### src/rtl/spinup_pkg.sv
package spinup_pkg;

    localparam int unsigned SLOT_W    = 7;
    localparam int unsigned MULT_W    = 3;
    localparam int unsigned STEP_SECS = 12;
    localparam int unsigned MAX_SECS  = STEP_SECS * ((1 << MULT_W) - 1);
    localparam int unsigned SECS_W    = $clog2(MAX_SECS + 1);

    typedef enum logic [1:0] {
        POLICY_AT_ONCE   = 2'b00,
        POLICY_STAGGERED = 2'b01,
        POLICY_COMMAND   = 2'b10,
        POLICY_NEVER     = 2'b11
    } policy_e;

    typedef struct packed {
        policy_e             policy;
        logic [MULT_W-1:0]   mult;
    } spin_cfg_t;

endpackage

### src/rtl/spinup_cfg_latch.sv
module spinup_cfg_latch
    import spinup_pkg::*;
#(
    parameter int unsigned ID_W = SLOT_W
) (
    input  logic            clk,
    input  logic            rst_n,
    input  logic            strap_a_i,
    input  logic            strap_b_i,
    input  logic [ID_W-1:0] slot_id_i,
    output spin_cfg_t       cfg_o
);

    spin_cfg_t cfg_d, cfg_q;

    always_comb begin
        cfg_d = cfg_q;
        if (!rst_n) begin
            cfg_d.policy = policy_e'({strap_b_i, strap_a_i});
            cfg_d.mult   = slot_id_i[MULT_W-1:0];
        end
    end

    always_ff @(posedge clk) begin
        cfg_q <= cfg_d;
    end

    assign cfg_o = cfg_q;

endmodule

### src/rtl/spinup_stagger_timer.sv
module spinup_stagger_timer
    import spinup_pkg::*;
#(
    parameter int unsigned STEP = STEP_SECS,
    parameter int unsigned MW   = MULT_W
) (
    input  logic          clk,
    input  logic          rst_n,
    input  logic          run_i,
    input  logic [MW-1:0] mult_i,
    input  logic          tick_i,
    output logic          expired_o
);

    localparam int unsigned LIMIT = STEP * ((1 << MW) - 1);
    localparam int unsigned CW    = $clog2(LIMIT + 1);

    typedef struct packed {
        logic [CW-1:0] secs;
    } tmr_state_t;

    tmr_state_t st_d, st_q;
    logic [CW-1:0] target;

    always_comb begin
        target = CW'(STEP) * CW'(mult_i);
    end

    always_comb begin
        st_d = st_q;
        if (!rst_n) begin
            st_d.secs = '0;
        end else if (run_i && tick_i && (st_q.secs != target)) begin
            st_d.secs = st_q.secs + 1'b1;
        end
    end

    always_ff @(posedge clk) begin
        st_q <= st_d;
    end

    assign expired_o = run_i && (st_q.secs == target);

endmodule

### src/rtl/spinup_ctrl.sv
module spinup_ctrl
    import spinup_pkg::*;
#(
    parameter int unsigned ID_W = SLOT_W
) (
    input  logic            clk,
    input  logic            rst_n,
    input  logic            strap_a_i,
    input  logic            strap_b_i,
    input  logic [ID_W-1:0] slot_id_i,
    input  logic            start_cmd_i,
    input  logic            sec_tick_i,
    output logic            motor_en_o,
    output logic [1:0]      mode_o
);

    spin_cfg_t cfg;
    logic      stagger_run;
    logic      stagger_done;

    typedef struct packed {
        logic motor;
    } ctl_state_t;

    ctl_state_t st_d, st_q;

    spinup_cfg_latch #(.ID_W(ID_W)) i_cfg (
        .clk       (clk),
        .rst_n     (rst_n),
        .strap_a_i (strap_a_i),
        .strap_b_i (strap_b_i),
        .slot_id_i (slot_id_i),
        .cfg_o     (cfg)
    );

    assign stagger_run = (cfg.policy == POLICY_STAGGERED);

    spinup_stagger_timer #(.STEP(STEP_SECS), .MW(MULT_W)) i_timer (
        .clk       (clk),
        .rst_n     (rst_n),
        .run_i     (stagger_run),
        .mult_i    (cfg.mult),
        .tick_i    (sec_tick_i),
        .expired_o (stagger_done)
    );

    always_comb begin
        st_d = st_q;
        if (!rst_n) begin
            st_d.motor = 1'b0;
        end else if (!st_q.motor) begin
            unique case (cfg.policy)
                POLICY_AT_ONCE:   st_d.motor = 1'b1;
                POLICY_COMMAND:   st_d.motor = start_cmd_i;
                POLICY_STAGGERED: st_d.motor = stagger_done;
                POLICY_NEVER:     st_d.motor = 1'b0;
                default:          st_d.motor = 1'b0;
            endcase
        end
    end

    always_ff @(posedge clk) begin
        st_q <= st_d;
    end

    assign motor_en_o = st_q.motor;
    assign mode_o     = cfg.policy;

endmodule

### config.mk
export PLATFORM = sky130hd
export DESIGN_NAME = spinup_ctrl
export DESIGN_NICKNAME = d
export VERILOG_FILES = /design/src/rtl/spinup_pkg.sv /design/src/rtl/spinup_cfg_latch.sv /design/src/rtl/spinup_stagger_timer.sv /design/src/rtl/spinup_ctrl.sv
export SDC_FILE = /design/constraint.sdc
export NUM_CORES = 1
export LEC_CHECK = 0
export BUFFER_PORTS_ARGS = -buffer_cell sky130_fd_sc_hd__clkbuf_2
export CAP_MARGIN = 10
export CORE_MARGIN = 3
export CORE_UTILIZATION = 45
export DETAILED_ROUTE_END_ITERATION = 7
export PLACE_DENSITY = 0.68
export SETUP_SLACK_MARGIN = 0.5
export SYNTH_ARGS = -nofsm -noshare
export SYNTH_HDL_FRONTEND = slang
export SYNTH_SLANG_ARGS = --single-unit
### constraint.sdc
create_clock -name clk -period 3.3 [get_ports clk]
set_clock_uncertainty 0.15 [all_clocks]
set_input_delay 0.33 -clock clk [delete_from_list [all_inputs] [get_ports clk]]
set_output_delay 0.33 -clock clk [all_outputs]
set_load 0.03 [all_outputs]
==> impl_metrics.toml, run 1 <==
[placement]
place_ws_ns = 0.807
gp_congestion = 0.728
io_buffers = 11

[floorplanning]
io_pins = 16
die_area_sq_um = 2100
core_area_sq_um = 1400
die_w_microns = 45.8
rows = 13
chipHeight_microns = 45.8
start_util_pct = 51.0

[timing]
max_slew_margin_pct = 72.5
fin_crit_sh_pct = 76.1
fin_crit_ns = 2.51
setup_violations = 0
max_freq_mhz = 398
tns_ns = 0
final.setup.worst_slack_ns = 0.788
maxSlewViolCount = 0
rsz0062_at_grt = "no"
worstMarginPinSlew_ns = 0.408
hold_viol_final = 0

[min_path]
worstHoldPathCells = 1
holdCritStartpoint = "slot_id_i[2]"
holdPathEnd = "i_cfg.cfg_o[2]"
hold_path_class = "input port to flip-flop"

[cells_and_area]
final_nets = 99
antenna_cells = 0
drive_above_1_share_pct = 22.8
syn_to_final_growth_pct = 11.9

[detailed_routing]
top_layer = "met4"
ant_nets = 0
routed-via-count = 512
firstDrtPassIters = 4
drt_iter0_drc = 8
via_per_inst = 5.45
drt_wl_total_microns = 1230
drcViolationCount = 0
wl_met3_microns = 46
wl_met1_microns = 605
post_drt_wl_per_cell_microns = 13.0
route.met2.wl_microns = 560

[global_routing]
grt_pass1_wl_microns = 2020
grt-ovfl-total = 0
grt_pass1_vias = 505
grt_antenna_before_repair = 0
grt_start_max_net_pins = 13
grt_use_total_pct = 14.1

[power]
switching_share_pct = 27.0
internal-power_uw = 246
cellLeakagePower_uw = 0.000315
p_seq_share_pct = 53.6
p_per_area_nw_per_um2 = 421
clockPowerShare_pct = 28.4
irDropWorstVdd_mv = 0.259
combPwrFrac_pct = 18.0
p_total_uw = 336
netSwitchingPower_uw = 90.7

[worst_setup_path]
critical_path.startpoint = "i_cfg.cfg_o[0]"
critical_path.reg2reg.startpoint = "i_cfg.cfg_o[0]"
cp.arrival_ns = 2.56
r2r_end = "i_timer.st_q[6]"
worstSetupStartpointType = "flip-flop"
cp.required_ns = 3.34
cp-end-kind = "flip-flop"
critical_path_class = "flip-flop to flip-flop"
regToRegSetupSlack_ns = 0.79
ff2ff_path_depth = 8
path_max_fanout = 7

[synth]
synth_seq_cells = 13
synth_area_leader_cell = "dfxtp_1"
netlist_instances = 66
synthTopCellsByArea = "dfxtp_1, edfxtp_1, ha_1, xnor2_2, a21oi_1"
synth_area_sq_um = 713
syn_nets = 85
synth_top_area_share_pct = 22.5
yosysWarnings = 0
synth.avg_cell_area_sq_um = 10.8
ys_types = 26
ys_seq_area_share_pct = 43.5

[clock_tree]
ctsRootBufferMaster = "clkbuf_4"
path_clk_slew_ns = 0.08
post_cts_buffers = 0
cts_tree = "yes"
clkLatencyLatePin_ns = 0.27
cts-buffers-inserted = 3
cts.htree.levels = 1
hold_buffers = 0
cts_sinks = 13
clk_path_buf_depth = 2
cts_resized = 0

[outcome]
status = "complete, no violations"

[job]
drv_cap = 0
==> through the flow <==
stage	cell area, sq um	utilization [%]	hold WS (ns)	std cells
floorplan	713	-	0.279	66
global placement	772	55.2	0.300	90
detailed placement	772	55.2	0.310	90
CTS	798	57.1	0.0777	94
global route	798	57.1	0.0634	94
finish	798	57.1	0.0799	94
==> layout make-up <==
class,instances,area [sq um]
clock buffers,4,26.3
fillers,129,601
inverters,6,22.5
multi-input cells,45,365
flip-flops and latches,13,310
well taps,15,18.8
repair buffers,11,55.1
==> layer usage <==
| layer | global-route usage [%] | up-vias |
|---|---|---|
| met2 | 20.3 | 9 |
| met4 | 8.52 | 0 |
| li1 | - | 259 |
| met3 | 3.56 | 2 |
| met1 | 18.6 | 242 |
| met5 | 0 | - |
==> kinds of logic (layout without fill, tap and decap cells) <==
logic type | count (synthesis) | in the layout | share of synthesized area [%]
AOI/OAI and AO/OA | 14 | 14 | 13.9
DFF | 13 | 13 | 43.5
and+or+nand+nor | 17 | 17 | 13.9
adders and majority gates | 6 | 6 | 11.6
buffers and inverters | 8 | 21 | 5.26
xor gates and xnor gates | 8 | 8 | 11.9
==> synthesized netlist by cell type, drive strengths merged <==
cell type  number
or3             2
or4             2
buf             2
xor2            3
dfxtp           8
o31ai           3
o311ai          1
ha              5
clkinv          1
inv             5
nand2b          1
nor2            3
a21oi           6
and3b           1
o21ai           3
edfxtp          5
nor3            1
nand3           2
nand2           3
nand4           2
o41ai           1
fa              1
xnor2           5
==> sequential cells by signal (all words and copies together), names as in the netlist <==
register,flops
i_timer.st_q,7
i_cfg.cfg_o,5
motor_en_o,1
==> critical path, stage by stage, from the launching register on <==
cell      delay [ns]
edfxtp_1        0.42
ha_1            0.23
inv_1           0.07
fa_1            0.43
xor2_1          0.17
nand4_2         0.15
o31ai_4         0.12
or4_1           0.54
a21oi_1         0.16
==> power by group through the flow <==
stage	logic, uW	clock network [uW]	registers (uW)
after floorplan	46.4	0	185
after global placement	59.6	0	184
after detailed placement	60.4	0	184
after CTS	60.8	97.0	180
after global routing	67.0	106	181
final	60.6	95.5	180
==> layout by cell type, fill, tap and decap left out, drive strengths merged <==
cell type	n
o41ai	1
dfxtp	8
o311ai	1
or4	2
fa	1
xor2	3
xnor2	5
or3	2
nand3	2
o21ai	3
o31ai	3
nor3	1
nor2	3
nand2	3
clkinv	1
a21oi	6
nand4	2
nand2b	1
ha	5
and3b	1
clkbuf	15
edfxtp	5
inv	5
==> worst max path at each step <==
stage,endpoint,slack (ns)
after floorplan,i_timer.st_q[6],0.98
after global placement,i_timer.st_q[6],0.86
after detailed placement,i_timer.st_q[6],0.81
after CTS,i_timer.st_q[6],0.78
after global routing,i_timer.st_q[5],0.67
final,i_timer.st_q[6],0.79
No activity file was read; power rests on OpenSTA's default activity.
==> inputs of run 2 (changes only) <==
==> constraint.sdc (replaced) <==
create_clock -name clk -period 2.54 [get_ports clk]
set_clock_uncertainty 0.15 [all_clocks]
set_input_delay 0.254 -clock clk [delete_from_list [all_inputs] [get_ports clk]]
set_output_delay 0.254 -clock clk [all_outputs]
set_load 0.03 [all_outputs]
==> run 2 against run 1 <==
- utilization grew 11 points
- sequential power grew 31%
- via count grew 12%
- cell area grew 19%
- first-iteration DRC count shrank 38%
- die area is the same
- critical endpoint is now i_timer.st_q[5]
- count of clock-buffer cells in the layout is the same
- cell count grew 14%
- sequential cell count is the same
- largest cell class unchanged
- fmax grew 1.1%
- hold slack lost 0.071 ns
- setup slack lost 0.73 ns
==> impl_metrics.toml, run 2 (synthesized netlist as in run 1, its figures left out) <==
[clock_tree]
ctsRootBufferMaster = "clkbuf_4"
cts_sinks = 13
clk_path_buf_depth = 2
cts_tree = "yes"
path_clk_slew_ns = 0.08
cts.htree.levels = 1
cts-buffers-inserted = 3
clkLatencyLatePin_ns = 0.28

[timing]
fin_crit_sh_pct = 97.8
tns_ns = 0
setup_violations = 0
fin_crit_ns = 2.48
final.hold.worst_slack_ns = 0.00864
worstMarginPinSlew_ns = 0.384
hold_viol_final = 0
rsz0062_at_grt = "yes"
max_slew_margin_pct = 74.3
maxSlewViolCount = 0
final.setup.worst_slack_ns = 0.0555
max_freq_mhz = 403

[global_routing]
grt_pass1_wl_microns = 2280
grt-ovfl-total = 0
grt_pass1_vias = 542
grt_start_max_net_pins = 13
grt_antenna_before_repair = 0
grt_use_total_pct = 15.3

[cells_and_area]
regMostFlops = "i_timer.st_q"
drive_above_1_share_pct = 40.2
final_cells = 107
final_common_cell = "clkbuf_2"
antenna_cells = 0
final_nets = 112
largest_reg_flops = 7
mostFrequentLayoutCells = "clkbuf_2, buf_4, dfxtp_1"
syn_to_final_growth_pct = 33.7

[worst_setup_path]
cp-end-kind = "flip-flop"
critPathCapture = "i_timer.st_q[5]"
ff2ff_path_depth = 9
worstSetupStartpointType = "flip-flop"
regToRegSetupSlack_ns = 0.06
r2r_end = "i_timer.st_q[5]"
cp.required_ns = 2.59
critical_path.startpoint = "i_cfg.cfg_o[1]"
critical_path_class = "flip-flop to flip-flop"
crit_chain = "ha_2 -> inv_2 -> fa_2 -> xor2_2 -> nand4_2 -> buf_4 -> nor3_2 -> or4_1 -> a21oi_1"
critPathSlowestCell = "or4_1"
critical_path.reg2reg.startpoint = "i_cfg.cfg_o[1]"
path_max_fanout = 4
slowest_delay_ns = 0.47
cp.arrival_ns = 2.53

[placement]
gp_congestion = 0.729
hpwlAfterDp_microns = 895
io_buffers = 11
place_ws_ns = 0.131
placed_cells = 90

[power]
irDropWorstVdd_mv = 0.376
p_total_uw = 482
p_per_area_nw_per_um2 = 505
cellLeakagePower_uw = 0.000381

[detailed_routing]
via_per_inst = 5.34
routed-via-count = 571
firstDrtPassIters = 4
top_layer = "met4"
wl_met3_microns = 38
post_drt_wl_per_cell_microns = 12.6
route.met2.wl_microns = 665
drt_iter0_drc = 5
drcViolationCount = 0
wl_met1_microns = 619
drt_wl_total_microns = 1350
ant_nets = 0

[floorplanning]
start_util_pct = 51.0
io_pins = 16
rows = 13
core_area_sq_um = 1400
die_area_sq_um = 2100
chipHeight_microns = 45.8
die_w_microns = 45.8

[job]
drv_cap = 0

[outcome]
status = "complete, no violations"

[min_path]
hold_path_class = "input port to flip-flop"
## run 2: area by class of cell
class	count	area (sq um)
fillers	115	445
inverters	6	22.5
flip-flops and latches	13	310
clock buffers	4	26.3
multi-input cells	45	413
repair buffers	24	163
well taps	15	18.8
## run 2: repair_timing
item	4_1_cts	5_1_grt
hold buffers	4	0
pin swaps	5	8
endpoints found under the hold margin	4	0
resized for setup	3	3
setup endpoints to repair	8	8
setup buffers	5	4
## run 2: worst max-delay path, delay by kind of cell, from the launching register on
family                   cells  cell delay [ns]
adder cells (fa/ha/maj)      2             0.68
AO/OA/AOI/OAI                1             0.13
buffers and inverters        2             0.20
AND/OR/NAND/NOR              3             0.65
flip-flops                   1             0.42
XOR/XNOR                     1             0.17
## run 2: power breakdown
part           switching (uW)  internal (uW)  leakage [uW]
combinational            59.9           56.4      0.000252
sequential               8.42            227      0.000114
clock                    69.4           60.9     0.0000150
## run 2: how the worst min path moves through the flow
stage,end,cells after the start,start
floorplan,i_cfg.cfg_o[0],0,slot_id_i[0]
global placement,i_cfg.cfg_o[2],1,slot_id_i[2]
detailed placement,i_cfg.cfg_o[0],1,slot_id_i[0]
CTS,i_cfg.cfg_o[2],1,slot_id_i[2]
global route,i_cfg.cfg_o[2],1,slot_id_i[2]
finish,i_cfg.cfg_o[2],1,slot_id_i[2]
## run 2: metal layers
layer | vias up | track usage (%)
met5 | - | 0
met4 | 0 | 8.52
met3 | 5 | 2.37
met2 | 8 | 25.3
met1 | 273 | 18.6
li1 | 285 | -
## run 2: per-stage QoR
stage,utilization (%),area [sq um]
after global routing,68.2,953
after CTS,64.9,908
final,68.2,953
after detailed placement,56.4,790
after floorplan,-,731
after global placement,56.4,790
